===== config.mk =====
export PLATFORM = sky130hd
export DESIGN_NAME = bank_mapper
export DESIGN_NICKNAME = d
export VERILOG_FILES = /design/src/rtl/bmm_pkg.sv /design/src/rtl/bmm_regs.sv /design/src/rtl/bmm_decode.sv /design/src/rtl/bmm_wait.sv /design/src/rtl/bank_mapper.sv
export SDC_FILE = /design/constraint.sdc
export NUM_CORES = 1
export LEC_CHECK = 0
export BUFFER_PORTS_ARGS = -buffer_cell sky130_fd_sc_hd__buf_2
export CAP_MARGIN = 20
export CORE_UTILIZATION = 35
export CTS_BUF_LIST = sky130_fd_sc_hd__clkbuf_4 sky130_fd_sc_hd__clkbuf_8 sky130_fd_sc_hd__clkbuf_16
export DETAILED_ROUTE_END_ITERATION = 8
export PLACE_DENSITY = 0.65
export SYNTH_ARGS = -nofsm -noshare
export SYNTH_HDL_FRONTEND = slang
export SYNTH_HIERARCHICAL = 1
export SYNTH_SLANG_ARGS = --single-unit
export TNS_END_PERCENT = 50

===== constraint.sdc =====
create_clock -name clk -period 2.4 [get_ports clk]
set_input_delay 0.24 -clock clk [delete_from_list [all_inputs] [get_ports clk]]
set_output_delay 0.24 -clock clk [all_outputs]
set_load 0.05 [all_outputs]

===== src/rtl/bmm_pkg.sv =====
package bmm_pkg;
  localparam int unsigned NUM_BANKS = 4;
  localparam int unsigned NUM_SLOTS = 4;
  localparam int unsigned NUM_OVL   = 2;

  localparam logic [1:0] ST_INIT = 2'd0;
  localparam logic [1:0] ST_SYS  = 2'd1;
  localparam logic [1:0] ST_ROMB = 2'd2;
  localparam logic [1:0] ST_RAMB = 2'd3;

  typedef enum logic [2:0] {
    T_NONE, T_IPL, T_ROM32, T_SLOT, T_RAM, T_COM, T_OVL
  } tgt_e;

  typedef struct packed {
    tgt_e       tgt;
    logic [1:0] idx;
    logic [2:0] ra;
  } map_t;

  typedef struct packed {
    logic       run;
    logic       busreq;
    logic [1:0] state;
    logic [3:0] hib;
    logic [2:0] lob;
    logic [1:0] ovl;
  } ctl_t;
endpackage


===== src/rtl/bmm_regs.sv =====
module bmm_regs
  import bmm_pkg::*;
#(
  parameter int unsigned AW = 16,
  parameter int unsigned DW = 8,
  parameter logic [5:0]  IO_BASE = 6'h3F
) (
  input  logic          clk,
  input  logic          rst_n,
  input  logic [AW-1:0] addr,
  input  logic [DW-1:0] din,
  input  logic          iorq_n,
  input  logic          rd_n,
  input  logic          wr_n,
  output ctl_t          ctl,
  output logic [DW-1:0] dout
);
  localparam int unsigned SELW = 2;

  logic            hit;
  logic [SELW-1:0] sel;
  logic            wr_en;
  ctl_t            ctl_d;
  ctl_t            ctl_q;

  assign hit   = ~iorq_n && (addr[7:2] == IO_BASE);
  assign sel   = addr[SELW-1:0];
  assign wr_en = hit && ~wr_n;

  always_comb begin
    ctl_d = ctl_q;
    unique case (sel)
      2'd0: ctl_d.busreq = din[1];
      2'd1: begin
        ctl_d.run   = din[7];
        ctl_d.state = din[5:4];
        ctl_d.hib   = din[3:0];
      end
      2'd2: begin
        ctl_d.ovl = din[4:3];
        ctl_d.lob = din[2:0];
      end
      default: ctl_d = ctl_q;
    endcase
  end

  always_ff @(posedge clk or negedge rst_n) begin
    if (!rst_n) begin
      ctl_q <= '0;
    end else if (wr_en) begin
      ctl_q <= ctl_d;
    end
  end

  always_comb begin
    dout = '0;
    if (hit && ~rd_n) begin
      unique case (sel)
        2'd0: dout = {6'b0, ctl_q.busreq, 1'b0};
        2'd1: dout = {ctl_q.run, 1'b0, ctl_q.state, ctl_q.hib};
        2'd2: dout = {3'b0, ctl_q.ovl, ctl_q.lob};
        default: dout = '0;
      endcase
    end
  end

  assign ctl = ctl_q;
endmodule


===== src/rtl/bmm_decode.sv =====
module bmm_decode
  import bmm_pkg::*;
#(
  parameter int unsigned AW = 16,
  parameter logic [4:0]  COM_TOP = 5'h1F
) (
  input  logic [AW-1:0] addr,
  input  ctl_t          ctl,
  output map_t          m
);
  localparam int unsigned PW = 3;

  logic [PW-1:0] page;
  logic          com;

  assign page = addr[AW-1 -: PW];
  assign com  = addr[AW-1 -: 5] == COM_TOP;

  always_comb begin
    m = '{tgt: T_NONE, idx: 2'd0, ra: page};
    if (com) begin
      m.tgt = T_COM;
    end else if (ctl.state == ST_INIT) begin
      if (page == 3'd0) begin
        m.tgt = T_IPL;
        m.ra  = 3'd0;
      end else if (page == 3'd1) begin
        m.tgt = T_ROM32;
        m.ra  = 3'd0;
      end
    end else begin
      if (page >= 3'd6) begin
        m.tgt = T_RAM;
        m.idx = ctl.hib[1:0];
        m.ra  = {ctl.hib[3:2], addr[AW-3]};
      end else if (page == 3'd1 && ctl.state != ST_SYS) begin
        if (ctl.lob == 3'd0 && ctl.state == ST_ROMB) begin
          m.tgt = T_ROM32;
        end else if (ctl.lob != 3'd0 && ctl.lob <= 3'(NUM_SLOTS)) begin
          m.tgt = T_SLOT;
          m.idx = 2'(ctl.lob - 3'd1);
        end else begin
          m.tgt = T_RAM;
        end
      end else if (ctl.state == ST_ROMB && page <= 3'd3) begin
        m.tgt = T_ROM32;
      end else begin
        m.tgt = T_RAM;
      end
      if (m.tgt == T_RAM && m.idx == 2'd0 && ctl.state != ST_SYS) begin
        if (ctl.ovl[0] && page[2:1] == 2'b01) begin
          m.tgt = T_OVL;
          m.idx = 2'd0;
        end else if (ctl.ovl[1] && page[2:1] == 2'b10) begin
          m.tgt = T_OVL;
          m.idx = 2'd1;
        end
      end
    end
  end
endmodule


===== src/rtl/bmm_wait.sv =====
module bmm_wait (
  input  logic clk,
  input  logic rst_n,
  input  logic fetch,
  output logic wait_o
);
  logic wait_q, wait_d;
  logic done_q, done_d;

  always_comb begin
    wait_d = 1'b0;
    done_d = done_q;
    if (!fetch) begin
      done_d = 1'b0;
    end else if (!done_q) begin
      wait_d = 1'b1;
      done_d = 1'b1;
    end
  end

  always_ff @(posedge clk or negedge rst_n) begin
    if (!rst_n) begin
      wait_q <= 1'b0;
      done_q <= 1'b0;
    end else begin
      wait_q <= wait_d;
      done_q <= done_d;
    end
  end

  assign wait_o = wait_q;
endmodule


===== src/rtl/bank_mapper.sv =====
module bank_mapper
  import bmm_pkg::*;
#(
  parameter int unsigned AW = 16,
  parameter int unsigned DW = 8
) (
  input  logic                 clk,
  input  logic                 rst_n,
  input  logic [AW-1:0]        addr,
  input  logic [DW-1:0]        din,
  input  logic                 mreq_n,
  input  logic                 iorq_n,
  input  logic                 rd_n,
  input  logic                 wr_n,
  input  logic                 rfsh_n,
  input  logic                 m1_n,
  output logic [DW-1:0]        dout,
  output logic [2:0]           ra_hi,
  output logic                 cs_ipl,
  output logic                 cs_rom32,
  output logic [NUM_SLOTS-1:0] cs_slot,
  output logic [NUM_BANKS-1:0] ras,
  output logic                 cs_com,
  output logic [NUM_OVL-1:0]   cs_ovl,
  output logic                 wait_o,
  output logic                 sub_hold,
  output logic                 sub_busreq
);
  ctl_t ctl;
  map_t m;
  logic norm;
  logic refresh;

  bmm_regs #(.AW(AW), .DW(DW)) u_regs (
    .clk(clk), .rst_n(rst_n), .addr(addr), .din(din),
    .iorq_n(iorq_n), .rd_n(rd_n), .wr_n(wr_n), .ctl(ctl), .dout(dout)
  );

  bmm_decode #(.AW(AW)) u_dec (.addr(addr), .ctl(ctl), .m(m));

  bmm_wait u_wait (
    .clk(clk), .rst_n(rst_n),
    .fetch(~m1_n && ~mreq_n && rfsh_n), .wait_o(wait_o)
  );

  assign norm     = ~mreq_n && rfsh_n;
  assign refresh  = ~mreq_n && ~rfsh_n;
  assign ra_hi    = norm ? m.ra : addr[AW-1 -: 3];
  assign cs_ipl   = norm && m.tgt == T_IPL;
  assign cs_rom32 = norm && m.tgt == T_ROM32;
  assign cs_com   = norm && m.tgt == T_COM;

  for (genvar s = 0; s < NUM_SLOTS; s++) begin : g_slot
    assign cs_slot[s] = norm && m.tgt == T_SLOT && m.idx == 2'(s);
  end
  for (genvar b = 0; b < NUM_BANKS; b++) begin : g_ras
    assign ras[b] = refresh || (norm && m.tgt == T_RAM && m.idx == 2'(b));
  end
  for (genvar o = 0; o < NUM_OVL; o++) begin : g_ovl
    assign cs_ovl[o] = norm && m.tgt == T_OVL && m.idx == 2'(o);
  end

  assign sub_hold   = ~ctl.run;
  assign sub_busreq = ctl.busreq;
endmodule


==> flow_metrics.tcl <==
set metrics [dict create \
    p_per_area_nw_per_um2 319 \
    finalSetupViolCount 13 \
    drt_wl_total_um 3250 \
    reg2regPathDepth 1 \
    maxCapViolations 0 \
    failed_checks "negative setup slack" \
    critPathArrivalTime_ps 2530 \
    totalNegativeSetupSlack_ps -3600 \
    yosysUniqueCellTypes 43 \
    grt_pass1_vias 1190 \
    track_usage_pct 18.3 \
    netlist_instances 129 \
    wire_per_inst_um 13.5 \
    finalMaxSlewViolations 0 \
    cts_tree "built" \
    syn_area_per_cell_um2 9.71 \
    finish.instance_area_um2 1920 \
    intPower_uw 400 \
    hold_violations 0 \
    slowest_delay_ps 490 \
    startpoint_type "flip-flop" \
    cts.sinks 15 \
    viasPerCell 5.11 \
    start_util_pct 37.0 \
    cp_top_family "simple AND/OR/NAND/NOR gates" \
    routed-via-count 1231 \
    clock_latency_ps 290 \
    status "complete, but fails checks" \
    hold_end "u_wait/done_q$_DFF_PN0_" \
    tightestPinTransition_ps 545 \
    finalWorstSetupSlack_ps -365 \
    cpMaxStageDelayCell "or3b_4" \
    place_congestion 0.773 \
    overflow 0 \
    layout_min_cycle_time_ps 2770 \
    core-area_um2 3390 \
    port_buffers 53 \
    reg2reg_from "u_regs/ctl[10]$_DFFE_PN0P_" \
    p_leak_nw 0.852 \
    cts_buffer_depth 2 \
    yosys_warnings 6 \
    combPwrFrac_pct 32.4 \
    crit_type "flip-flop to output pin" \
    synthAdderAreaFrac_pct 2.00 \
    synth-xor-area-share_pct 0 \
    synth_ff_type "dfrtp_1" \
    ios 59 \
    crit_buf_inv 2 \
    grt_first_pass_wirelength_um 5150 \
    min_from "m1_n" \
    yosys_register_bits 15 \
    synth_nets 163 \
    layout_commonest_cell "buf_2" \
    rows 21 \
    seq_area_frac_synth_pct 30.0 \
    die_area_um2 3820 \
    synth_edf_count 0 \
    final_cells 241 \
    ant_nets 0 \
    p_seq_share_pct 43.7 \
    synth_top_family_by_area "simple AND/OR/NAND/NOR gates" \
    max_freq_mhz 362 \
    placed_cell_area_um2 1770 \
    p_switching_uw 210 \
    dp.cells 236 \
    layout_common_cells "41 x buf_2, 16 x mux2_2, 15 x dfrtp_1, 12 x buf_4, 11 x buf_6" \
    cts_buffers 3 \
    first_pass_iters 4 \
    pwr-share-clk_pct 23.9 \
    diodes 0 \
    drc_errors 0 \
    place_hpwl_um 2590 \
    hp-class "input pin to flip-flop" \
    fin_skew_ps 0.0507 \
    drtIter0Drc 15 \
    netlist_top_cells_area "dfrtp_1 30%, mux2_2 14%, nor3_1 4.0%, a22oi_1 3.6%, nand2b_1 3.5%" \
    rsz0062_at_grt "true" \
    crit_fanout 5 \
    postLayoutCoreUtil_pct 56.5 \
    worstPathRequired_ps 2160 \
    worstPathCellList "inv_2 > ha_4 > ha_4 > and4bb_4 > a211oi_4 > a22oi_2 > or3b_4 > o31ai_4 > buf_6" \
    synth_area_um2 1250 \
    die_h_um 61.8 \
    grt_start_max_net_pins 16 \
    synth_compound_area_share_pct 15.1 \
    drive_above_1_share_pct 64.1 \
    swShare_pct 34.4 \
    crit_top_cell "ha_4" \
    syn_to_final_growth_pct 52.9 \
    yosys.area_share.simple_pct 33.5 \
    synth_top_area_share_pct 30.0 \
    synth.area.mux_share_pct 15.2 \
    whs_ps 94.5 \
    async_reset_ff_share_pct 100 \
    endpoint_kind "output pin" \
    hold-path-cell-count 2 \
    root_buffer "clkbuf_4" \
    fin_crit_sh_pct 115 \
    worst_r2r_endpoint "u_regs/ctl[10]$_DFFE_PN0P_" \
    htree_levels 1 \
    maxSlewHeadroom_pct 63.4 \
    yosysTopAreaCell "dfrtp_1" \
    antenna_found_initial 0 \
    path_clk_slew_ps 90 \
    nets 230 \
    ir_drop_v 0.000350 \
    die_x_um 61.8 \
    ff2ff_setup_slack_ps 1470 \
    n_fill_cell 305 \
]
## area by class of cell
class	count	area (µm²)	area share, %
Tap cell	46	57.6	3.00
Inverter	7	26.3	1.37
Clock buffer	3	22.5	1.18
Sequential cell	15	375	19.6
Multi-Input combinational cell	104	1000	52.2
Clock inverter	1	5.00	0.261
Timing Repair Buffer	65	429	22.4
## worst max-delay path by stage
stage	end	slack, ps	cells after the start	startpoint
floorplan	ras[0]	-230	8	u_regs/ctl[2]$_DFFE_PN0P_
global placement	ras[1]	-180	9	u_regs/ctl[3]$_DFFE_PN0P_
detailed placement	ras[1]	-220	9	u_regs/ctl[2]$_DFFE_PN0P_
CTS	ras[1]	-390	9	u_regs/ctl[2]$_DFFE_PN0P_
global route	ras[1]	-490	10	u_regs/ctl[2]$_DFFE_PN0P_
finish	ras[3]	-370	9	u_regs/ctl[2]$_DFFE_PN0P_
## state kept, by name, summed over array words and instances, names as in the netlist
register       count
u_regs/ctl        13
u_wait/wait_o      1
u_wait/done_q      1
## metal layers
layer	share of wire, %	vias to the layer above	GRT usage [%]
met5	0	-	0
met4	0.37	0	3.81
met3	4.1	2	3.31
met2	51	28	31.2
met1	44	594	24.3
li1	-	607	-
## per-stage QoR
step / setup slack, ps / power [mW]
6_report: -365 / 0.610
5_1_grt: -488 / 0.641
4_1_cts: -388 / 0.618
3_5_place_dp: -225 / 0.458
3_3_place_gp: -179 / 0.452
2_1_floorplan: -225 / 0.394
## Yosys cell counts, types with 3 or more instances
master    count
o31ai_1       5
nor2b_1       4
nand2_1       6
nand3_1       3
nand2b_1      7
dfrtp_1      15
inv_1         7
nor3_1       10
or2_2         4
a22oi_1       6
mux2_2       16
nor2_1       10
## power by group through the flow
| stage | clock (mW) | sequential, mW | combinational, mW |
|---|---|---|---|
| 3_5_place_dp | 0 | 0.271 | 0.186 |
| 6_report | 0.146 | 0.267 | 0.197 |
| 2_1_floorplan | 0 | 0.274 | 0.120 |
| 4_1_cts | 0.155 | 0.266 | 0.196 |
| 5_1_grt | 0.160 | 0.268 | 0.214 |
| 3_3_place_gp | 0 | 0.271 | 0.181 |
## cells by family after synthesis
group	Yosys count
and+or+nand+nor	61
buffers and inverters	10
DFF	15
muxes	17
AOI/OAI and AO/OA	23
adders and majority gates	2
other	1
## repair_timing
item / in CTS / in global routing
hold buffers: 1 / 0
resized for setup: 27 / 6
setup buffers: 0 / 0
pin swaps: 11 / 2
endpoints found under the setup margin: 13 / 13
hold endpoints to repair: 15 / 0
(Power assumes the default switching activity.)
